--- config.mk ---
export PLATFORM = sky130hd
export DESIGN_NAME = uart_regfront
export DESIGN_NICKNAME = d
export VERILOG_FILES = /design/src/rtl/uart_rf_pkg.sv /design/src/rtl/uart_rf_cmd_dec.sv /design/src/rtl/uart_rf_modereg.sv /design/src/rtl/uart_rf_rxfifo.sv /design/src/rtl/uart_regfront.sv
export SDC_FILE = /design/constraint.sdc
export NUM_CORES = 1
export LEC_CHECK = 0
export BUFFER_PORTS_ARGS = -buffer_cell sky130_fd_sc_hd__buf_2
export CAP_MARGIN = 15
export CELL_PAD_IN_SITES_DETAIL_PLACEMENT = 0
export CELL_PAD_IN_SITES_GLOBAL_PLACEMENT = 1
export CORE_ASPECT_RATIO = 0.6
export CORE_MARGIN = 5
export CORE_UTILIZATION = 40
export DETAILED_ROUTE_END_ITERATION = 8
export PLACE_DENSITY_LB_ADDON = 0.05
export SLEW_MARGIN = 20
export SYNTH_ARGS = -nofsm -noshare
export SYNTH_HDL_FRONTEND = slang
export SYNTH_SLANG_ARGS = --single-unit
--- constraint.sdc ---
create_clock -name clk -period 8.2 [get_ports clk]
set_input_delay 0.82 -clock clk [delete_from_list [all_inputs] [get_ports clk]]
set_output_delay 0.82 -clock clk [all_outputs]
set_load 0.01 [all_outputs]
--- src/rtl/uart_rf_pkg.sv ---
package uart_rf_pkg;
   localparam int REG_W = 8;

   localparam int OFF_MODE = 'h00;
   localparam int OFF_STAT = 'h04;
   localparam int OFF_CMD  = 'h08;
   localparam int OFF_DATA = 'h0C;
   localparam int OFF_INT  = 'h10;

   localparam int ST_RXRDY = 0;
   localparam int ST_FULL  = 1;
   localparam int ST_TXRDY = 2;
   localparam int ST_TXEMP = 3;
   localparam int ST_BRK   = 7;

   localparam int IS_TX   = 0;
   localparam int IS_RX   = 1;
   localparam int IS_DBRK = 2;

   localparam int MR1_RXSRC = 6;

   typedef enum logic [2:0] {
      MISC_NONE     = 3'd0,
      MISC_PTR_RST  = 3'd1,
      MISC_RX_RST   = 3'd2,
      MISC_TX_RST   = 3'd3,
      MISC_ERR_RST  = 3'd4,
      MISC_DBRK_CLR = 3'd5
   } misc_e;

   typedef enum logic [1:0] {
      EN_KEEP = 2'd0,
      EN_ON   = 2'd1,
      EN_OFF  = 2'd2,
      EN_RSVD = 2'd3
   } en_e;

   typedef struct packed {
      logic ptr_rst;
      logic rx_rst;
      logic tx_rst;
      logic err_rst;
      logic dbrk_clr;
      logic tx_on;
      logic tx_off;
      logic rx_on;
      logic rx_off;
   } cmd_t;
endpackage

--- src/rtl/uart_rf_cmd_dec.sv ---
module uart_rf_cmd_dec
   import uart_rf_pkg::*;
(
   input  logic             cmd_wr,
   input  logic [REG_W-1:0] cmd_byte,
   output cmd_t             cmd
);
   misc_e misc_f;
   en_e   tx_f;
   en_e   rx_f;

   always_comb begin
      misc_f = misc_e'(cmd_byte[6:4]);
      tx_f   = en_e'(cmd_byte[3:2]);
      rx_f   = en_e'(cmd_byte[1:0]);
      cmd          = '0;
      cmd.ptr_rst  = cmd_wr && (misc_f == MISC_PTR_RST);
      cmd.rx_rst   = cmd_wr && (misc_f == MISC_RX_RST);
      cmd.tx_rst   = cmd_wr && (misc_f == MISC_TX_RST);
      cmd.err_rst  = cmd_wr && (misc_f == MISC_ERR_RST);
      cmd.dbrk_clr = cmd_wr && (misc_f == MISC_DBRK_CLR);
      cmd.tx_on    = cmd_wr && (tx_f == EN_ON);
      cmd.tx_off   = cmd_wr && (tx_f == EN_OFF);
      cmd.rx_on    = cmd_wr && (rx_f == EN_ON);
      cmd.rx_off   = cmd_wr && (rx_f == EN_OFF);
   end
endmodule

--- src/rtl/uart_rf_modereg.sv ---
module uart_rf_modereg #(
   parameter int RW = 8
) (
   input  logic          clk,
   input  logic          rst_n,
   input  logic          access,
   input  logic          wr,
   input  logic [RW-1:0] wdata,
   input  logic          ptr_rst,
   output logic [RW-1:0] rdata,
   output logic [RW-1:0] mr1,
   output logic          ptr
);
   logic [RW-1:0] mr_q [2];

   always_ff @(posedge clk or negedge rst_n) begin
      if (!rst_n) begin
         ptr      <= 1'b0;
         mr_q[0]  <= '0;
         mr_q[1]  <= '0;
      end else begin
         if (wr)
            mr_q[ptr] <= wdata;
         if (ptr_rst)
            ptr <= 1'b0;
         else if (access)
            ptr <= 1'b1;
      end
   end

   assign rdata = mr_q[ptr];
   assign mr1   = mr_q[0];
endmodule

--- src/rtl/uart_rf_rxfifo.sv ---
module uart_rf_rxfifo #(
   parameter int DEPTH = 4,
   parameter int DW    = 8,
   localparam int CW   = $clog2(DEPTH + 1)
) (
   input  logic          clk,
   input  logic          rst_n,
   input  logic          flush,
   input  logic          push,
   input  logic [DW-1:0] push_data,
   input  logic          brk,
   input  logic          pop,
   output logic [DW-1:0] head,
   output logic [CW-1:0] count
);
   logic [DW-1:0] ent_q [DEPTH];
   logic [CW-1:0] cnt_ap;
   logic [CW-1:0] wr_idx;
   logic          do_pop;
   logic          do_wr;
   logic [DW-1:0] wr_val;
   logic          at_full;

   always_comb begin
      do_pop  = pop && (count != '0);
      cnt_ap  = do_pop ? count - CW'(1) : count;
      at_full = (cnt_ap == CW'(DEPTH));
      wr_idx  = at_full ? CW'(DEPTH - 1) : cnt_ap;
      do_wr   = brk || push;
      wr_val  = brk ? '0 : push_data;
   end

   for (genvar g = 0; g < DEPTH; g++) begin : g_ent
      logic [DW-1:0] shifted;
      if (g == DEPTH - 1) begin : g_last
         assign shifted = do_pop ? '0 : ent_q[g];
      end else begin : g_mid
         assign shifted = do_pop ? ent_q[g+1] : ent_q[g];
      end
      always_ff @(posedge clk or negedge rst_n) begin
         if (!rst_n)
            ent_q[g] <= '0;
         else if (do_wr && (wr_idx == CW'(g)))
            ent_q[g] <= wr_val;
         else
            ent_q[g] <= shifted;
      end
   end

   always_ff @(posedge clk or negedge rst_n) begin
      if (!rst_n)
         count <= '0;
      else if (flush)
         count <= '0;
      else if (do_wr && !at_full)
         count <= cnt_ap + CW'(1);
      else
         count <= cnt_ap;
   end

   assign head = (count != '0) ? ent_q[0] : '0;
endmodule

--- src/rtl/uart_regfront.sv ---
module uart_regfront
   import uart_rf_pkg::*;
#(
   parameter int ADDR_W = 5,
   parameter int DEPTH  = 4,
   localparam int CW    = $clog2(DEPTH + 1)
) (
   input  logic              clk,
   input  logic              rst_n,
   input  logic              reg_wr,
   input  logic              reg_rd,
   input  logic [ADDR_W-1:0] reg_addr,
   input  logic [7:0]        reg_wdata,
   output logic [7:0]        reg_rdata,
   input  logic              rx_valid,
   input  logic [7:0]        rx_data,
   input  logic              rx_break,
   output logic              rx_ready,
   output logic              tx_valid,
   output logic [7:0]        tx_data,
   input  logic              tx_ready,
   output logic              irq
);
   if (DEPTH < 2) begin : g_bad_depth
      $error("uart_regfront: DEPTH must be at least 2");
   end
   if (ADDR_W < 5) begin : g_bad_addr
      $error("uart_regfront: ADDR_W must cover offset 0x10");
   end

   logic sel_mode, sel_stat, sel_cmd, sel_data, sel_int;
   cmd_t cmd;
   logic [REG_W-1:0] mode_rdata, mr1_val;
   logic             mode_ptr;
   logic [REG_W-1:0] rx_head;
   logic [CW-1:0]    rx_cnt;
   logic             tx_en_q, rx_en_q, txemp_q, brk_st_q, dbrk_q;
   logic [REG_W-1:0] thr_q, imr_q;
   logic             rxrdy, full, txrdy, rx_int;
   logic [REG_W-1:0] stat_byte, isr_byte;
   logic             thr_wr, tx_fire;

   always_comb begin
      sel_mode = (reg_addr == ADDR_W'(OFF_MODE));
      sel_stat = (reg_addr == ADDR_W'(OFF_STAT));
      sel_cmd  = (reg_addr == ADDR_W'(OFF_CMD));
      sel_data = (reg_addr == ADDR_W'(OFF_DATA));
      sel_int  = (reg_addr == ADDR_W'(OFF_INT));
   end

   uart_rf_cmd_dec u_cmd (
      .cmd_wr   (reg_wr && sel_cmd),
      .cmd_byte (reg_wdata),
      .cmd      (cmd)
   );

   uart_rf_modereg #(.RW(REG_W)) u_mode (
      .clk     (clk),
      .rst_n   (rst_n),
      .access  ((reg_wr || reg_rd) && sel_mode),
      .wr      (reg_wr && sel_mode),
      .wdata   (reg_wdata),
      .ptr_rst (cmd.ptr_rst),
      .rdata   (mode_rdata),
      .mr1     (mr1_val),
      .ptr     (mode_ptr)
   );

   assign full     = (rx_cnt == CW'(DEPTH));
   assign rxrdy    = (rx_cnt != '0);
   assign rx_ready = rx_en_q && !full && !rx_break;

   uart_rf_rxfifo #(.DEPTH(DEPTH), .DW(REG_W)) u_fifo (
      .clk       (clk),
      .rst_n     (rst_n),
      .flush     (cmd.rx_rst),
      .push      (rx_valid && rx_ready),
      .push_data (rx_data),
      .brk       (rx_break),
      .pop       (reg_rd && sel_data),
      .head      (rx_head),
      .count     (rx_cnt)
   );

   assign thr_wr   = reg_wr && sel_data;
   assign tx_valid = tx_en_q && !txemp_q;
   assign tx_data  = thr_q;
   assign tx_fire  = tx_valid && tx_ready;
   assign txrdy    = tx_en_q && txemp_q;

   always_ff @(posedge clk or negedge rst_n) begin
      if (!rst_n) begin
         tx_en_q  <= 1'b0;
         rx_en_q  <= 1'b0;
         txemp_q  <= 1'b1;
         thr_q    <= '0;
         brk_st_q <= 1'b0;
         dbrk_q   <= 1'b0;
         imr_q    <= '0;
      end else begin
         if (cmd.tx_on)
            tx_en_q <= 1'b1;
         else if (cmd.tx_off || cmd.tx_rst)
            tx_en_q <= 1'b0;

         if (cmd.rx_on)
            rx_en_q <= 1'b1;
         else if (cmd.rx_off || cmd.rx_rst)
            rx_en_q <= 1'b0;

         if (thr_wr) begin
            thr_q   <= reg_wdata;
            txemp_q <= 1'b0;
         end else if (cmd.tx_rst || tx_fire) begin
            txemp_q <= 1'b1;
         end

         if (rx_break)
            brk_st_q <= 1'b1;
         else if (cmd.err_rst)
            brk_st_q <= 1'b0;

         if (rx_break)
            dbrk_q <= 1'b1;
         else if (cmd.dbrk_clr)
            dbrk_q <= 1'b0;

         if (reg_wr && sel_int)
            imr_q <= reg_wdata;
      end
   end

   assign rx_int = mr1_val[MR1_RXSRC] ? full : rxrdy;

   always_comb begin
      stat_byte           = '0;
      stat_byte[ST_RXRDY] = rxrdy;
      stat_byte[ST_FULL]  = full;
      stat_byte[ST_TXRDY] = txrdy;
      stat_byte[ST_TXEMP] = txemp_q;
      stat_byte[ST_BRK]   = brk_st_q;
      isr_byte            = '0;
      isr_byte[IS_TX]     = txrdy;
      isr_byte[IS_RX]     = rx_int;
      isr_byte[IS_DBRK]   = dbrk_q;
   end

   assign irq = |(isr_byte & imr_q);

   always_comb begin
      reg_rdata = '0;
      if (reg_rd) begin
         if (sel_mode)      reg_rdata = mode_rdata;
         else if (sel_stat) reg_rdata = stat_byte;
         else if (sel_data) reg_rdata = rx_head;
         else if (sel_int)  reg_rdata = isr_byte;
      end
   end
endmodule

* Word level (Yosys, flattened, before mapping)
Cells that the tools add are included.
** Word-level totals
- Input port bits :: 28
- Word-level logic and storage cells :: 128
- Flip-flop bits (word level) :: 73
** Operators by class
- Equality and inequality tests :: 18
- Add/sub/neg operators :: 2
- $lt $le $gt $ge :: 2
- Multiplexer cells :: 38
- Reductions and logical operators :: 51
- Bitwise operators :: 2
** Operators by type and width (number)
- 2-to-1 mux 8 bit :: 18
- logical AND 1 bit :: 28
- nonzero test 2 bit :: 10
- bitwise mux 16 bit :: 1
- 2-to-1 mux 3 bit :: 5
- 2-to-1 mux 1 bit :: 13
- equality test 3 x 2 -> 1 bit (second input constant) :: 4
- equality test 3 bit (second input constant) :: 4
- equality test 5 x 4 -> 1 bit (second input constant) :: 2
- bitwise AND 3 x 8 -> 8 bit :: 1
- demux 8 bit (select 1 bit) :: 1
- OR reduction 8 bit :: 1
- equality test 3 x 1 -> 1 bit (second input constant) :: 2
- equality test 5 x 3 -> 1 bit (second input constant) :: 1
- equality test 5 bit (second input constant) :: 1
- zero test 5 bit :: 1
- logical OR 1 bit :: 5
- equality test 2 x 1 -> 1 bit (second input constant) :: 2
- equality test 2 bit (second input constant) :: 2
- zero test 1 bit :: 4
- adder 3 x 1 -> 3 bit (second input constant) :: 1
- zero test 3 bit :: 1
- nonzero test 3 bit :: 1
- subtractor 3 x 1 -> 3 bit (second input constant) :: 1
- other kinds (3) :: 3

* Logic depth before layout (Yosys ltp)
Gate-level depths: netlist (run 1).
- Depth after elaboration :: 9
- Gate-level depth with buffers :: 14

* By module
A second synthesis (run 1) with hierarchy kept.
** Unflattened totals
- Cell total of the unflattened synthesis :: 332
- Area total of the unflattened synthesis :: 3839.9 µm²
** By module, submodules not included
- uart_rf_rxfifo :: area each 1946.9 µm², cells an instance 166, instances 1, sequential area each 875.8 µm²
- uart_regfront :: area each 1007.2 µm², cells an instance 102, instances 1, sequential area each 401.6 µm²
- uart_rf_modereg :: area each 788.3 µm², cells an instance 55, instances 1, sequential area each 425.4 µm²
- uart_rf_cmd_dec :: area each 97.6 µm², cells an instance 9, instances 1, sequential area each 0.0 µm²

* Worst setup path before layout (run 1)
Ideal clock, no wire load.
- Kind :: input-to-reg
- Start :: input port reg_addr[4]
- End :: register u_fifo.ent_q[10] (netlist name)
- Cell stages on the path :: 11
- Setup time :: 0.081 ns
- Required time :: 8.119 ns
- Data arrival time :: 3.832 ns
- Buffers on the path :: 2
- Setup slack :: 4.286 ns
- Cells stage by stage :: or4b_4 -> or3_1 -> buf_2 -> buf_1 -> o21a_1 -> ha_1 -> or3b_2 -> nor4_1 -> nor4_1 -> nand2_1 -> mux2i_1
** On the way
- Cells in the longest elaborated chain, start to end :: 9
- Elaborated cells between the ends (all ways) :: 10
** Ends and longest elaborated chain
- start: declaration :: line uart_regfront.sv:12 : input logic [ADDR_W-1:0] reg_addr,
- equality test 5 x 4 -> 1 bit (*) :: line uart_regfront.sv:47 : sel_data = (reg_addr == ADDR_W'(OFF_DATA));
- logical AND 1 bit (*) :: line uart_regfront.sv:80 : .pop (reg_rd && sel_data),
- logical AND 1 bit (*) :: line uart_rf_rxfifo.sv:25 : do_pop = pop && (count != '0);
- 2-to-1 mux 3 bit :: line uart_rf_rxfifo.sv:26 : cnt_ap = do_pop ? count - CW'(1) : count;
- equality test 3 bit :: line uart_rf_rxfifo.sv:27 : at_full = (cnt_ap == CW'(DEPTH));
- 2-to-1 mux 3 bit :: line uart_rf_rxfifo.sv:28 : wr_idx = at_full ? CW'(DEPTH - 1) : cnt_ap;
- equality test 3 x 2 -> 1 bit :: line uart_rf_rxfifo.sv:43 : else if (do_wr && (wr_idx == CW'(g)))
- logical AND 1 bit :: line uart_rf_rxfifo.sv:43
- 2-to-1 mux 8 bit or nonzero test 2 bit (tied branches)
- end signal: indexed assignment :: line uart_rf_rxfifo.sv:44 : ent_q[g] <= wr_val;
- end signal: indexed assignment :: line uart_rf_rxfifo.sv:46 : ent_q[g] <= shifted;
- end: declaration :: line uart_rf_rxfifo.sv:16 : logic [DW-1:0] ent_q [DEPTH];
Mark *: on every way between the ends. The rest lies on a longest branch, timed or not.
A chain may end at the register's enable or synchronous reset.

* Worst setup path after layout (run 1)
- Start :: register u_fifo.count[0]
- End :: register u_fifo.ent_q[16] (netlist name)
** On the way
- Cells in the longest elaborated chain, start to end :: 8
- Elaborated cells between the ends (all ways) :: 16
** Ends and longest elaborated chain
- start: declaration :: line uart_rf_rxfifo.sv:14 : output logic [CW-1:0] count
- start signal: assignment :: line uart_rf_rxfifo.sv:56 : count <= cnt_ap + CW'(1);
- start signal: assignment :: line uart_rf_rxfifo.sv:58 : count <= cnt_ap;
- parallel branches: the longest is 8 deep, another holds subtractor 3 x 1 -> 3 bit
Parallel ways; which one is timed is not known.

==> impl_results.html, run 1 <==
<table>
<tr><th>Metric</th><th>Value</th></tr>
<tr><th colspan="2">Yosys</th></tr>
<tr><td>Number of enable flip-flop cells after synthesis</td><td>0</td></tr>
<tr><td>Number of synthesized register bits</td><td>68</td></tr>
<tr><td>Post-synth top area share</td><td>0.4545</td></tr>
<tr><td>Cells after synthesis</td><td>354</td></tr>
<tr><td>FFs w/ async S/R, synth</td><td>1.000</td></tr>
<tr><td>Cells taking the most area after synthesis</td><td>dfrtp_1 45%, mux2i_1 9.5%, mux2_2 9.5%, o21ai_0 3.1%, a22oi_1 3.1%</td></tr>
<tr><td>Post-synthesis average cell area</td><td>10.42 sq um</td></tr>
<tr><td>Synth Net Count</td><td>388</td></tr>
<tr><td>Prevailing post-synth register cell</td><td>dfrtp_1</td></tr>
<tr><td>Library cells used by synthesis</td><td>46</td></tr>
<tr><td>Area of the mapped netlist</td><td>0.003689 sq mm</td></tr>
<tr><td>Count of warnings emitted by yosys</td><td>0</td></tr>
<tr><td>Post-synth top area cell</td><td>dfrtp_1</td></tr>
<tr><td>Sequential element share of the synthesized area</td><td>0.4617</td></tr>
<tr><th colspan="2">Critical path</th></tr>
<tr><td>Critical path peak fanout</td><td>16</td></tr>
<tr><td>Worst EP required</td><td>8.40 ns</td></tr>
<tr><td>Startpoint of the most critical setup path</td><td>u_fifo.count[0]</td></tr>
<tr><td>Element type at the critical path end</td><td>flop</td></tr>
<tr><td>Chain of cells forming the critical path</td><td>inv_1 -&gt; ha_1 -&gt; nor2b_1 -&gt; or3_1 -&gt; o21a_1 -&gt; ha_1 -&gt; or3b_2 -&gt; nor4_1 -&gt; nor4_1 -&gt; nand2_1 -&gt; mux2i_1</td></tr>
<tr><td>CP delay by family, top</td><td>simple AND/OR/NAND/NOR gates</td></tr>
<tr><td>Delay of the slowest critical-path stage</td><td>0.71 ns</td></tr>
<tr><td>Crit start category</td><td>flop</td></tr>
<tr><td>Slowest stage cell on the critical path</td><td>or3_1</td></tr>
<tr><td>Crit Reg-Reg Startpoint</td><td>u_fifo.count[0]</td></tr>
<tr><td>Critical path buffer and inverter count</td><td>1</td></tr>
<tr><td>Crit Path Class</td><td>reg2reg</td></tr>
<tr><td>Critical path arrival</td><td>4.45 ns</td></tr>
<tr><th colspan="2">Finish</th></tr>
<tr><td>Non-Filler Cell Area, Final</td><td>0.004338 sq mm</td></tr>
<tr><td>Antenna cell count</td><td>0</td></tr>
<tr><td>Layout net count</td><td>433</td></tr>
<tr><td>Area added between synthesis and finish</td><td>17.61%</td></tr>
<tr><td>Fraction of final layout cells sized beyond drive strength 1</td><td>0.2475</td></tr>
<tr><td>Total area of sequential cells</td><td>0.001703 sq mm</td></tr>
<tr><td>Fill cells</td><td>897</td></tr>
<tr><td>Combined area of the multi-input logic cells</td><td>0.001866 sq mm</td></tr>
<tr><th colspan="2">Clock network</th></tr>
<tr><td>Number of clock sinks seen by CTS</td><td>68</td></tr>
<tr><td>Count of H-tree levels built during CTS</td><td>3</td></tr>
<tr><td>Number of buffers created by CTS</td><td>9</td></tr>
<tr><td>Buffers inserted by post-CTS timing repair</td><td>0</td></tr>
<tr><td>Clock insertion delay at the later pin of the skew report</td><td>0.33 ns</td></tr>
<tr><td>Total of cells resized after clock tree synthesis</td><td>0</td></tr>
<tr><td>Reg clk slew, reported paths</td><td>0.05 ns</td></tr>
<tr><td>TritonCTS clock tree</td><td>yes</td></tr>
<tr><td>Buffer depth of the longest clock path</td><td>2</td></tr>
<tr><td>Clock root buffer master</td><td>clkbuf_16</td></tr>
<tr><td>Post-CTS Hold Buffers</td><td>0</td></tr>
<tr><th colspan="2">STA</th></tr>
<tr><td>Post-route worst hold slack</td><td>0.4877 ns</td></tr>
<tr><td>Share of the cycle needed by the critical path after routing</td><td>0.5193</td></tr>
<tr><td>Setup_tns</td><td>0 ns</td></tr>
<tr><td>Achievable frequency</td><td>234.9 MHz</td></tr>
<tr><td>Rel. slew slack</td><td>0.3073</td></tr>
<tr><td>Setup repair after global routing missed its margin</td><td>false</td></tr>
<tr><td>Worst Tran Pin Value</td><td>1.023 ns</td></tr>
<tr><td>Count of endpoints failing setup in the final report</td><td>0</td></tr>
<tr><td>Final Hold Violating Endpoints</td><td>0</td></tr>
<tr><td>Max Slew Vio Count</td><td>0</td></tr>
<tr><td>Post-Route Skew</td><td>0.003326 ns</td></tr>
<tr><td>Final critical-path required period</td><td>4.258 ns</td></tr>
<tr><th colspan="2">Route</th></tr>
<tr><td>Ratio of routed vias to standard cells</td><td>5.733</td></tr>
<tr><td>Via count of the routed design</td><td>2981</td></tr>
<tr><td>Total routed wirelength</td><td>10.75 mm</td></tr>
<tr><td>1st-pass router iterations</td><td>4</td></tr>
<tr><td>Highest routed layer</td><td>met4</td></tr>
<tr><td>Routed Antenna Nets</td><td>0</td></tr>
<tr><td>Starting DRC count in detailed routing</td><td>223</td></tr>
<tr><td>Metal1 wirelength</td><td>5.959 mm</td></tr>
<tr><td>Drc violations</td><td>0</td></tr>
<tr><td>Routed length per instance</td><td>20.68 microns</td></tr>
<tr><td>Met3 wirelength from detailed routing</td><td>620 microns</td></tr>
<tr><td>Met2 wire length</td><td>4.118 mm</td></tr>
<tr><th colspan="2">Placement</th></tr>
<tr><td>Placed wire-length estimate</td><td>7.938 mm</td></tr>
<tr><td>RD Place Congestion</td><td>0.8145</td></tr>
<tr><td>Port buffer count</td><td>46</td></tr>
<tr><td>Area post-placement</td><td>0.004034 sq mm</td></tr>
<tr><th colspan="2">Global routing</th></tr>
<tr><td>Initial antenna violation count</td><td>0</td></tr>
<tr><td>Total overflow reported by the global router</td><td>0</td></tr>
<tr><td>Global-route usage over all layers</td><td>0.1986</td></tr>
<tr><td>Wire length of the first global-routing pass</td><td>17.11 mm</td></tr>
<tr><td>Largest net degree at the start of global routing</td><td>69</td></tr>
<tr><td>Vias in the first global route</td><td>2864</td></tr>
<tr><th colspan="2">Floorplan</th></tr>
<tr><td>Starting Density</td><td>0.4059</td></tr>
<tr><td>Area of the die</td><td>0.01131 sq mm</td></tr>
<tr><td>FP Rows</td><td>27</td></tr>
<tr><td>X dimension of the die</td><td>134.0 microns</td></tr>
<tr><td>Floorplan core area</td><td>0.009087 sq mm</td></tr>
<tr><td>Die height</td><td>84.39 microns</td></tr>
<tr><td>Num ports</td><td>47</td></tr>
<tr><th colspan="2">Power and ir drop</th></tr>
<tr><td>Cell leakage power</td><td>0.002078 uW</td></tr>
<tr><td>Pwr per Cell Area</td><td>272.8 mW/mm^2</td></tr>
<tr><td>Worst voltage drop across the vdd grid</td><td>0.1260 mV</td></tr>
<tr><th colspan="2">Worst hold path</th></tr>
<tr><td>Worst Hold Launch</td><td>u_fifo.ent_q[7]</td></tr>
<tr><td>Class of the most critical hold timing path</td><td>reg2reg</td></tr>
<tr><th colspan="2">Job</th></tr>
<tr><td>Number of violations of the max-capacitance limit</td><td>0</td></tr>
<tr><th colspan="2">Status</th></tr>
<tr><td>Outcome</td><td>finished clean</td></tr>
</table>
==> cell usage after synthesis, drive strengths merged, types with 2 or more instances <==
cell type  instances
a31oi              2
nand3              5
a22o               2
a22oi             15
nor3               9
a21oi              9
or3                4
clkbuf            13
nor4               4
o211ai            10
nor2b             11
nor2              12
o21ai             23
nand2b            10
a222oi             2
nand2             28
ha                 6
buf                2
and2               2
mux2i             35
inv               18
o221ai             8
dfrtp             67
xnor2              2
a211oi             5
mux2              31
==> layer usage <==
layer / vias to the layer above / track usage
li1: 1412 / -
met1: 1490 / 0.3406
met2: 74 / 0.2396
met3: 5 / 0.04790
met4: 0 / 0.03922
met5: - / 0
==> final cells by class <==
class	instances	area share
Tap cell	116	0.03346
Clock buffer	12	0.05913
Inverter	18	0.01558
Multi-Input combinational cell	253	0.4301
Clock inverter	4	0.01096
Sequential cell	68	0.3926
Timing Repair Buffer	49	0.05826
==> per-stage QoR <==
step	util	cells	total power (uW)	setup slack (ns)
floorplan	-	354	682.4	4.286
global route	0.4774	520	1259	3.560
detailed placement	0.4439	504	793.4	3.797
global placement	0.4439	504	790.7	3.920
finish	0.4774	520	1183	3.942
CTS	0.4774	520	1188	4.064
==> state kept, by name, indices dropped and copies added, names as in the netlist, 3 cells and up <==
| signal | flops |
|---|---|
| imr_q | 3 |
| tx_data | 8 |
| u_fifo.count | 3 |
| u_fifo.ent_q | 32 |
| u_mode.mr1 | 8 |
| u_mode.mr_q | 8 |
==> cell usage in the layout (no fill, tap or decap), types with 3 or more instances in the layout <==
cell type	netlist	layout
o211ai_1	10	10
a21oi_1	9	9
mux2i_1	35	35
ha_1	6	6
nand3_1	5	5
or3_1	4	4
buf_4	0	3
nor3_1	9	8
inv_1	18	18
nand2b_1	10	10
clkbuf_16	0	9
mux2_2	31	31
nor4_1	4	4
dfrtp_1	67	67
nor2b_1	11	11
a211oi_1	5	5
a22oi_1	15	15
o221ai_1	8	8
nand2_1	28	28
o21ai_0	23	23
buf_2	1	46
nor2_1	12	12
==> kinds of logic (layout without fill, tap and decap cells) <==
group	Yosys count	in the layout	synth area share
AND/OR/NAND/NOR	92	92	0.1282
multiplexers	66	66	0.1896
adder cells (fa/ha/maj)	6	6	0.02035
buffers and inverters	33	83	0.03392
XOR/XNOR	3	3	0.007125
flip-flops	68	68	0.4617
AO/OA/AOI/OAI	86	86	0.1591
==> tightest hold or removal path: stages, from the launching register on <==
cell and delay, ns:
dfrtp_1 0.34, nand2_1 0.05, o21ai_0 0.06
==> report_power, final <==
group / internal [uW] / leakage, uW / switching (uW)
Combinational: 126 / 0.00106 / 178
Clock: 251 / 0.000149 / 142
Sequential: 417 / 0.000874 / 69.4
==> worst paths after layout <==
| check | endpoint | slack, ns | cells past startpoint |
|---|---|---|---|
| setup / recovery | u_fifo.ent_q[16] | 3.94 | 11 |
| hold / removal | u_fifo.ent_q[7] | 0.49 | 2 |
| setup reg to reg | u_fifo.ent_q[16] | 3.94 | 11 |
| hold reg to reg | u_fifo.ent_q[7] | 0.49 | 2 |
| max in group asynchronous | u_fifo.ent_q[14] | 6.92 | 2 |
| min in group asynchronous | tx_data[1] | 0.68 | 2 |
(Power assumes the default switching activity.)
==> run 2: changes to the inputs <==
Clock period 8.2 ns to 3.8 ns, I/O delays scaled along.
==> run 2 against run 1 <==
Compared with the run above: final cell count up 1.2%; count of clock-buffer cells in the layout decreased by 2; flip-flop and latch count unchanged; worst hold slack worse by 0.36 ns; maximum frequency rose by 26%; first-iteration DRC count decreased by 16%; cell area grew 1.4%; clock power grew 120%; total power is 120% higher; combinational power rose by 130%; utilization increased by 0.66 points; critical endpoint is now u_fifo.ent_q[2]; highest routed layer unchanged.
==> impl_results.html, run 2 (synthesis results as in run 1) <==
<table>
<tr><th>Metric</th><th>Value</th></tr>
<tr><th colspan="2">Status</th></tr>
<tr><td>Outcome</td><td>finished clean</td></tr>
<tr><th colspan="2">Global routing</th></tr>
<tr><td>Met3 track demand over resource in global routing</td><td>0.05150</td></tr>
<tr><td>Met1 routing resource usage after global routing</td><td>0.3118</td></tr>
<tr><td>Global-route met2 utilization</td><td>0.2552</td></tr>
<tr><td>Total overflow reported by the global router</td><td>0</td></tr>
<tr><td>Initial antenna violation count</td><td>0</td></tr>
<tr><td>Vias in the first global route</td><td>2934</td></tr>
<tr><td>Wire length of the first global-routing pass</td><td>16.80 mm</td></tr>
<tr><td>Largest net degree at the start of global routing</td><td>36</td></tr>
<tr><td>Top Usage Layer GRT</td><td>met1</td></tr>
<tr><td>Global-route usage over all layers</td><td>0.1954</td></tr>
<tr><th colspan="2">Finish</th></tr>
<tr><td>Area added between synthesis and finish</td><td>19.23%</td></tr>
<tr><td>Fraction of final layout cells sized beyond drive strength 1</td><td>0.2683</td></tr>
<tr><td>Fill cells</td><td>848</td></tr>
<tr><td>Utilization of the core after routing</td><td>0.4840</td></tr>
<tr><td>Most frequent cells in the layout</td><td>67 x dfrtp_1, 46 x buf_2, 35 x mux2i_1, 31 x mux2_2, 27 x nand2_1</td></tr>
<tr><td>Combined area of the multi-input logic cells</td><td>0.001882 sq mm</td></tr>
<tr><td>Total area of sequential cells</td><td>0.001703 sq mm</td></tr>
<tr><td>Largest register FFs</td><td>32</td></tr>
<tr><td>Most common cell after layout, fill and taps aside</td><td>dfrtp_1</td></tr>
<tr><td>Antenna cell count</td><td>0</td></tr>
<tr><td>Finished Layout Cells</td><td>526</td></tr>
<tr><td>Register with the most flip-flops</td><td>u_fifo.ent_q</td></tr>
<tr><td>Layout net count</td><td>439</td></tr>
<tr><th colspan="2">Power and ir drop</th></tr>
<tr><td>Cell leakage power</td><td>0.002105 uW</td></tr>
<tr><td>Worst voltage drop across the vdd grid</td><td>0.2158 mV</td></tr>
<tr><td>Pwr per Cell Area</td><td>582.0 mW/mm^2</td></tr>
<tr><th colspan="2">Clock network</th></tr>
<tr><td>Buffer depth of the longest clock path</td><td>2</td></tr>
<tr><td>Reg clk slew, reported paths</td><td>0.06 ns</td></tr>
<tr><td>Clock root buffer master</td><td>clkbuf_16</td></tr>
<tr><td>Number of clock sinks seen by CTS</td><td>68</td></tr>
<tr><td>Clock insertion delay at the later pin of the skew report</td><td>0.34 ns</td></tr>
<tr><td>Number of buffers created by CTS</td><td>9</td></tr>
<tr><td>TritonCTS clock tree</td><td>yes</td></tr>
<tr><td>Count of H-tree levels built during CTS</td><td>3</td></tr>
<tr><th colspan="2">Critical path</th></tr>
<tr><td>Minimum setup slack among reg-to-reg paths</td><td>0.42 ns</td></tr>
<tr><td>Critical path peak fanout</td><td>8</td></tr>
<tr><td>Crit Reg-Reg Startpoint</td><td>u_fifo.count[0]</td></tr>
<tr><td>Worst EP required</td><td>4.04 ns</td></tr>
<tr><td>R2r endpoint</td><td>u_fifo.ent_q[2]</td></tr>
<tr><td>Slowest stage cell on the critical path</td><td>nor2b_1</td></tr>
<tr><td>Delay of the slowest critical-path stage</td><td>0.46 ns</td></tr>
<tr><td>Worst R2R Path Depth</td><td>11</td></tr>
<tr><td>Critical path arrival</td><td>3.62 ns</td></tr>
<tr><td>Element type at the critical path end</td><td>flop</td></tr>
<tr><td>Crit start category</td><td>flop</td></tr>
<tr><td>Chain of cells forming the critical path</td><td>inv_1 -&gt; ha_1 -&gt; nor2b_1 -&gt; nor3_2 -&gt; xnor2_1 -&gt; ha_1 -&gt; buf_4 -&gt; a211oi_1 -&gt; nor4_2 -&gt; o311ai_2 -&gt; o21ai_0</td></tr>
<tr><td>Crit Path Class</td><td>reg2reg</td></tr>
<tr><td>Most Frequent Cell on Critical Path</td><td>ha_1</td></tr>
<tr><th colspan="2">STA</th></tr>
<tr><td>Setup_tns</td><td>0 ns</td></tr>
<tr><td>Final Hold Violating Endpoints</td><td>0</td></tr>
<tr><td>Final critical-path required period</td><td>3.378 ns</td></tr>
<tr><td>Post-Route Skew</td><td>0.005883 ns</td></tr>
<tr><td>Achievable frequency</td><td>296.1 MHz</td></tr>
<tr><td>Count of endpoints failing setup in the final report</td><td>0</td></tr>
<tr><td>Worst Tran Pin Value</td><td>0.8248 ns</td></tr>
<tr><td>Max Slew Vio Count</td><td>0</td></tr>
<tr><td>Share of the cycle needed by the critical path after routing</td><td>0.8889</td></tr>
<tr><td>Rel. slew slack</td><td>0.4501</td></tr>
<tr><td>Setup repair after global routing missed its margin</td><td>false</td></tr>
<tr><th colspan="2">Route</th></tr>
<tr><td>Drc violations</td><td>0</td></tr>
<tr><td>Total routed wirelength</td><td>10.39 mm</td></tr>
<tr><td>Via count of the routed design</td><td>2980</td></tr>
<tr><td>Routed length per instance</td><td>19.75 microns</td></tr>
<tr><td>Ratio of routed vias to standard cells</td><td>5.665</td></tr>
<tr><td>1st-pass router iterations</td><td>4</td></tr>
<tr><td>Routed Antenna Nets</td><td>0</td></tr>
<tr><td>Starting DRC count in detailed routing</td><td>188</td></tr>
<tr><th colspan="2">Floorplan</th></tr>
<tr><td>Num ports</td><td>47</td></tr>
<tr><td>Die height</td><td>84.39 microns</td></tr>
<tr><td>FP Rows</td><td>27</td></tr>
<tr><td>Area of the die</td><td>0.01131 sq mm</td></tr>
<tr><td>X dimension of the die</td><td>134.0 microns</td></tr>
<tr><td>Floorplan core area</td><td>0.009087 sq mm</td></tr>
<tr><td>Starting Density</td><td>0.4059</td></tr>
<tr><th colspan="2">Placement</th></tr>
<tr><td>Placed wire-length estimate</td><td>7.594 mm</td></tr>
<tr><td>Port buffer count</td><td>46</td></tr>
<tr><td>RD Place Congestion</td><td>0.7733</td></tr>
<tr><td>Number of placed instances, taps included</td><td>510</td></tr>
<tr><th colspan="2">Job</th></tr>
<tr><td>Number of violations of the max-capacitance limit</td><td>0</td></tr>
<tr><th colspan="2">Worst hold path</th></tr>
<tr><td>Class of the most critical hold timing path</td><td>in2async</td></tr>
</table>
-- run 2: cell types whose count changed in the layout (fill, tap and decap cells not counted) --
cell	change
buf_4	+6
clkbuf_1	-1
clkbuf_8	-1
clkinv_4	+1
clkinvlp_4	+1
nand2_1	-1
nand2_2	+1
nor4_1	-1
nor4_2	+1
o311ai_1	-1
o311ai_2	+1
-- run 2: cell type report --
type                       count  area share
multi-input combinational    253      0.4279
sequential                    68      0.3872
timing repair buffer          55     0.06771
clock buffer                  10     0.05434
tap                          116     0.03300
inverter                      18     0.01536
clock inverter                 6     0.01451
-- run 2: routing by layer --
metal	vias up	wire, microns
li1	1420	-
met1	1485	5618
met2	67	4104
met3	8	552
met4	0	116
met5	-	0
-- run 2: worst max-delay path: cells and delay by family, from the launching register on --
| kind | cells | cell delay, ns |
|---|---|---|
| fa+ha+maj | 2 | 0.45 |
| buf+inv | 2 | 0.32 |
| xor+xnor | 1 | 0.37 |
| flops | 1 | 0.43 |
| compound gates | 3 | 0.68 |
| simple gates | 3 | 1.04 |
-- run 2: where the power goes --
part           internal, uW  leakage [uW]  switching, uW
Sequential              899      0.000874            119
Clock                   524      0.000144            326
Combinational           289       0.00109            403
-- run 2: stage by stage --
step                hold WS (ns)  setup slack [ns]  cell area (sq um)  total power (uW)
floorplan                0.08441            0.1805               3689              1472
global placement          0.4634            0.3503               4079              1707
detailed placement        0.4726            0.2904               4086              1714
CTS                       0.1524            0.2716               4389              2567
global route              0.2060           0.07875               4398              2731
finish                    0.1300            0.4224               4398              2559
-- run 2: timing repair --
item	CTS	global route
setup buffers	0	0
hold buffers	0	0
gates resized for setup	0	2
setup endpoints to repair	0	16
-- run 2: worst max path at each step --
stage          cells after the start  slack (ns)               end             from
2_1_floorplan                     14        0.18  u_fifo.ent_q[10]  u_fifo.count[0]
3_3_place_gp                      10        0.35   u_fifo.ent_q[2]      reg_addr[4]
3_5_place_dp                      11        0.29  u_fifo.ent_q[14]  u_fifo.count[0]
4_1_cts                           11        0.27  u_fifo.ent_q[14]  u_fifo.count[0]
5_1_grt                           11        0.08   u_fifo.ent_q[2]  u_fifo.count[0]
6_report                          11        0.42   u_fifo.ent_q[2]  u_fifo.count[0]
==> run 3: changes to the inputs <==
Settings changed: RECOVER_POWER from default to 50.
Clock period 3.8 ns to 3.04 ns, I/O delays scaled along.
==> run 3 against run 2 <==
Compared with the run above: combinational power increased by 58%; maximum frequency is 19% higher; worst hold slack improved by 0.094 ns; the run now ends with capacitance limit, slew limit left; setup slack worse by 0.23 ns; critical path type unchanged; register-to-register slack lost 0.23 ns; critical path depth increased by 1; global-route usage grew 0.59 points; clock power up 20%.
==> impl_results.html, run 3 (synthesis results as in run 1) <==
<table>
<tr><th>Metric</th><th>Value</th></tr>
<tr><th colspan="2">Clock network</th></tr>
<tr><td>Reg clk slew, reported paths</td><td>0.05 ns</td></tr>
<tr><td>Number of buffers created by CTS</td><td>9</td></tr>
<tr><td>Buffer depth of the longest clock path</td><td>2</td></tr>
<tr><td>Post-CTS Hold Buffers</td><td>0</td></tr>
<tr><td>Clock insertion delay at the later pin of the skew report</td><td>0.33 ns</td></tr>
<tr><td>Number of clock sinks seen by CTS</td><td>68</td></tr>
<tr><td>TritonCTS clock tree</td><td>yes</td></tr>
<tr><td>Count of H-tree levels built during CTS</td><td>3</td></tr>
<tr><td>Clock root buffer master</td><td>clkbuf_16</td></tr>
<tr><th colspan="2">STA</th></tr>
<tr><td>Final critical-path required period</td><td>2.843 ns</td></tr>
<tr><td>Setup repair after global routing missed its margin</td><td>false</td></tr>
<tr><td>Final Hold Violating Endpoints</td><td>0</td></tr>
<tr><td>Post-Route Skew</td><td>0.004301 ns</td></tr>
<tr><td>Rel. slew slack</td><td>-0.1875</td></tr>
<tr><td>Setup_tns</td><td>0 ns</td></tr>
<tr><td>Worst Tran Pin Value</td><td>1.781 ns</td></tr>
<tr><td>Count of endpoints failing setup in the final report</td><td>0</td></tr>
<tr><td>Share of the cycle needed by the critical path after routing</td><td>0.9352</td></tr>
<tr><td>Max Slew Vio Count</td><td>34</td></tr>
<tr><td>Achievable frequency</td><td>351.8 MHz</td></tr>
<tr><th colspan="2">Status</th></tr>
<tr><td>Outcome</td><td>finished with violations</td></tr>
<tr><td>Failing checks</td><td>capacitance limit, slew limit</td></tr>
<tr><th colspan="2">Critical path</th></tr>
<tr><td>Crit start category</td><td>flop</td></tr>
<tr><td>Critical path peak fanout</td><td>8</td></tr>
<tr><td>R2r endpoint</td><td>u_fifo.ent_q[9]</td></tr>
<tr><td>Slowest stage cell on the critical path</td><td>or3b_4</td></tr>
<tr><td>Minimum setup slack among reg-to-reg paths</td><td>0.20 ns</td></tr>
<tr><td>Worst R2R Path Depth</td><td>12</td></tr>
<tr><td>Stages on the worst setup path</td><td>12</td></tr>
<tr><td>Critical path arrival</td><td>3.08 ns</td></tr>
<tr><td>Critical path buffer and inverter count</td><td>2</td></tr>
<tr><td>Chain of cells forming the critical path</td><td>inv_2 -&gt; ha_4 -&gt; nor2b_1 -&gt; or3_1 -&gt; o21a_4 -&gt; ha_4 -&gt; or3b_4 -&gt; nor4_4 -&gt; nor4_4 -&gt; nand2_2 -&gt; buf_4 -&gt; mux2i_2</td></tr>
<tr><td>Crit Reg-Reg Startpoint</td><td>u_fifo.count[1]</td></tr>
<tr><td>Worst EP required</td><td>3.28 ns</td></tr>
<tr><td>Crit Path Class</td><td>reg2reg</td></tr>
<tr><td>Element type at the critical path end</td><td>flop</td></tr>
<tr><td>CP delay by family, top</td><td>simple AND/OR/NAND/NOR gates</td></tr>
<tr><td>Delay of the slowest critical-path stage</td><td>0.38 ns</td></tr>
<tr><th colspan="2">Global routing</th></tr>
<tr><td>Vias in the first global route</td><td>3015</td></tr>
<tr><td>Wire length of the first global-routing pass</td><td>17.51 mm</td></tr>
<tr><td>Global-route usage over all layers</td><td>0.2014</td></tr>
<tr><td>Initial antenna violation count</td><td>0</td></tr>
<tr><td>Total overflow reported by the global router</td><td>0</td></tr>
<tr><td>Largest net degree at the start of global routing</td><td>37</td></tr>
<tr><th colspan="2">Floorplan</th></tr>
<tr><td>Floorplan core area</td><td>0.009087 sq mm</td></tr>
<tr><td>Starting Density</td><td>0.4059</td></tr>
<tr><td>Num ports</td><td>47</td></tr>
<tr><td>Area of the die</td><td>0.01131 sq mm</td></tr>
<tr><td>X dimension of the die</td><td>134.0 microns</td></tr>
<tr><td>FP Rows</td><td>27</td></tr>
<tr><td>Die height</td><td>84.39 microns</td></tr>
<tr><th colspan="2">Route</th></tr>
<tr><td>Routed length per instance</td><td>20.39 microns</td></tr>
<tr><td>Total routed wirelength</td><td>11.03 mm</td></tr>
<tr><td>Ratio of routed vias to standard cells</td><td>5.732</td></tr>
<tr><td>Starting DRC count in detailed routing</td><td>276</td></tr>
<tr><td>Drc violations</td><td>0</td></tr>
<tr><td>Routed Antenna Nets</td><td>0</td></tr>
<tr><td>Via count of the routed design</td><td>3101</td></tr>
<tr><td>1st-pass router iterations</td><td>5</td></tr>
<tr><th colspan="2">Power and ir drop</th></tr>
<tr><td>Cell-internal power</td><td>2246 uW</td></tr>
<tr><td>Switch share</td><td>0.3372</td></tr>
<tr><td>Net switching power</td><td>1143 uW</td></tr>
<tr><td>Clock network power share</td><td>0.301</td></tr>
<tr><td>Cell leakage power</td><td>0.002147 uW</td></tr>
<tr><td>Pwr per Cell Area</td><td>740.1 mW/mm^2</td></tr>
<tr><td>Combinational group share of total power</td><td>0.321</td></tr>
<tr><td>Sequential Power Share</td><td>0.378</td></tr>
<tr><td>Worst voltage drop across the vdd grid</td><td>0.3490 mV</td></tr>
<tr><th colspan="2">Worst hold path</th></tr>
<tr><td>Cell count of the worst hold path</td><td>2</td></tr>
<tr><td>Worst Hold Endpoint</td><td>rx_en_q</td></tr>
<tr><td>Worst Hold Launch</td><td>reg_wdata[1]</td></tr>
<tr><td>Class of the most critical hold timing path</td><td>in2reg</td></tr>
<tr><th colspan="2">Placement</th></tr>
<tr><td>Placed wire-length estimate</td><td>8.286 mm</td></tr>
<tr><td>Number of placed instances, taps included</td><td>525</td></tr>
<tr><td>RD Place Congestion</td><td>0.8560</td></tr>
<tr><td>Port buffer count</td><td>46</td></tr>
<tr><th colspan="2">Job</th></tr>
<tr><td>Number of violations of the max-capacitance limit</td><td>1</td></tr>
<tr><th colspan="2">Finish</th></tr>
<tr><td>Layout net count</td><td>455</td></tr>
<tr><td>Fraction of final layout cells sized beyond drive strength 1</td><td>0.2918</td></tr>
<tr><td>Most common cell after layout, fill and taps aside</td><td>dfrtp_1</td></tr>
<tr><td>Register with the most flip-flops</td><td>u_fifo.ent_q</td></tr>
<tr><td>Fill cells</td><td>839</td></tr>
<tr><td>Area added between synthesis and finish</td><td>24.12%</td></tr>
<tr><td>Largest register FFs</td><td>32</td></tr>
<tr><td>Finished Layout Cells</td><td>541</td></tr>
<tr><td>Most frequent cells in the layout</td><td>67 x dfrtp_1, 37 x buf_2, 34 x mux2i_1, 31 x mux2_2, 26 x nand2_1</td></tr>
<tr><td>Antenna cell count</td><td>0</td></tr>
</table>
==> run 3: cell count changes in the layout (fill, tap and decap cells not counted), moves of 2 or more <==
cell      previous run  this run
buf_4                9        23
clkbuf_1             0        10
buf_2               46        37
o21ai_0             23        15
o21ai_1              0         8
ha_1                 6         4
ha_4                 0         2
inv_1               18        16
inv_2                0         2
nor4_4               0         2
==> run 3: worst max-delay path by stage <==
| stage | slack (ns) | from | end |
|---|---|---|---|
| 2_1_floorplan | -0.07 | u_fifo.count[0] | u_fifo.ent_q[10] |
| 3_3_place_gp | -0.09 | u_fifo.count[1] | u_fifo.ent_q[2] |
| 3_5_place_dp | -0.04 | reg_addr[4] | u_fifo.ent_q[1] |
| 4_1_cts | 0.10 | u_fifo.count[1] | u_fifo.ent_q[1] |
| 5_1_grt | 0.05 | u_fifo.count[1] | u_fifo.ent_q[9] |
| 6_report | 0.20 | u_fifo.count[1] | u_fifo.ent_q[9] |
==> run 3: metrics by stage <==
stage,setup WS (ns),area [sq um],total power [uW],utilization,hold WS (ns)
5_1_grt,0.05170,4578,3591,0.5038,0.2327
3_5_place_dp,-0.03799,4279,2324,0.4709,0.4230
3_3_place_gp,-0.08994,4279,2301,0.4709,0.4184
2_1_floorplan,-0.06870,3784,1925,-,0.008409
4_1_cts,0.1031,4578,3368,0.5038,0.06709
6_report,0.1971,4578,3388,0.5038,0.2239
==> run 3: layout make-up <==
type	instances	area (sq um)	area share
inverter	18	67.56	0.01476
multi-input combinational	253	1971	0.4304
sequential	68	1703	0.3720
timing repair buffer	71	400.4	0.08746
clock buffer	10	239.0	0.05220
tap	116	145.1	0.03170
clock inverter	5	52.55	0.01148
==> run 3: what timing repair did <==
item,CTS,global route
buffers inserted,0,1
gates cloned,0,0
endpoints found under the setup margin,3,10
resized for setup,1,4
hold endpoints to repair,0,0
==> run 3: metal layers <==
metal  vias to the layer above  share of wire  global-route usage
met4                         0         0.0081             0.04575
li1                       1447              -                   -
met2                        93           0.39              0.2487
met3                         9          0.054             0.04850
met1                      1552           0.55              0.3390
met5                         -              0                   0
==> run 3: power groups by stage <==
stage	clock network [uW]	logic, uW	registers (uW)
2_1_floorplan	0	684	1240
3_3_place_gp	0	1010	1290
3_5_place_dp	0	1030	1290
4_1_cts	1050	1050	1280
5_1_grt	1080	1210	1300
6_report	1020	1090	1280
==> run 3: worst reg2reg max path, stage by stage (launching register included) <==
cell and delay, ns:
dfrtp_1 0.37, inv_2 0.08, ha_4 0.16, nor2b_1 0.13, or3_1 0.36, o21a_4 0.25
ha_4 0.17, or3b_4 0.38, nor4_4 0.26, nor4_4 0.09, nand2_2 0.08, buf_4 0.19
mux2i_2 0.23
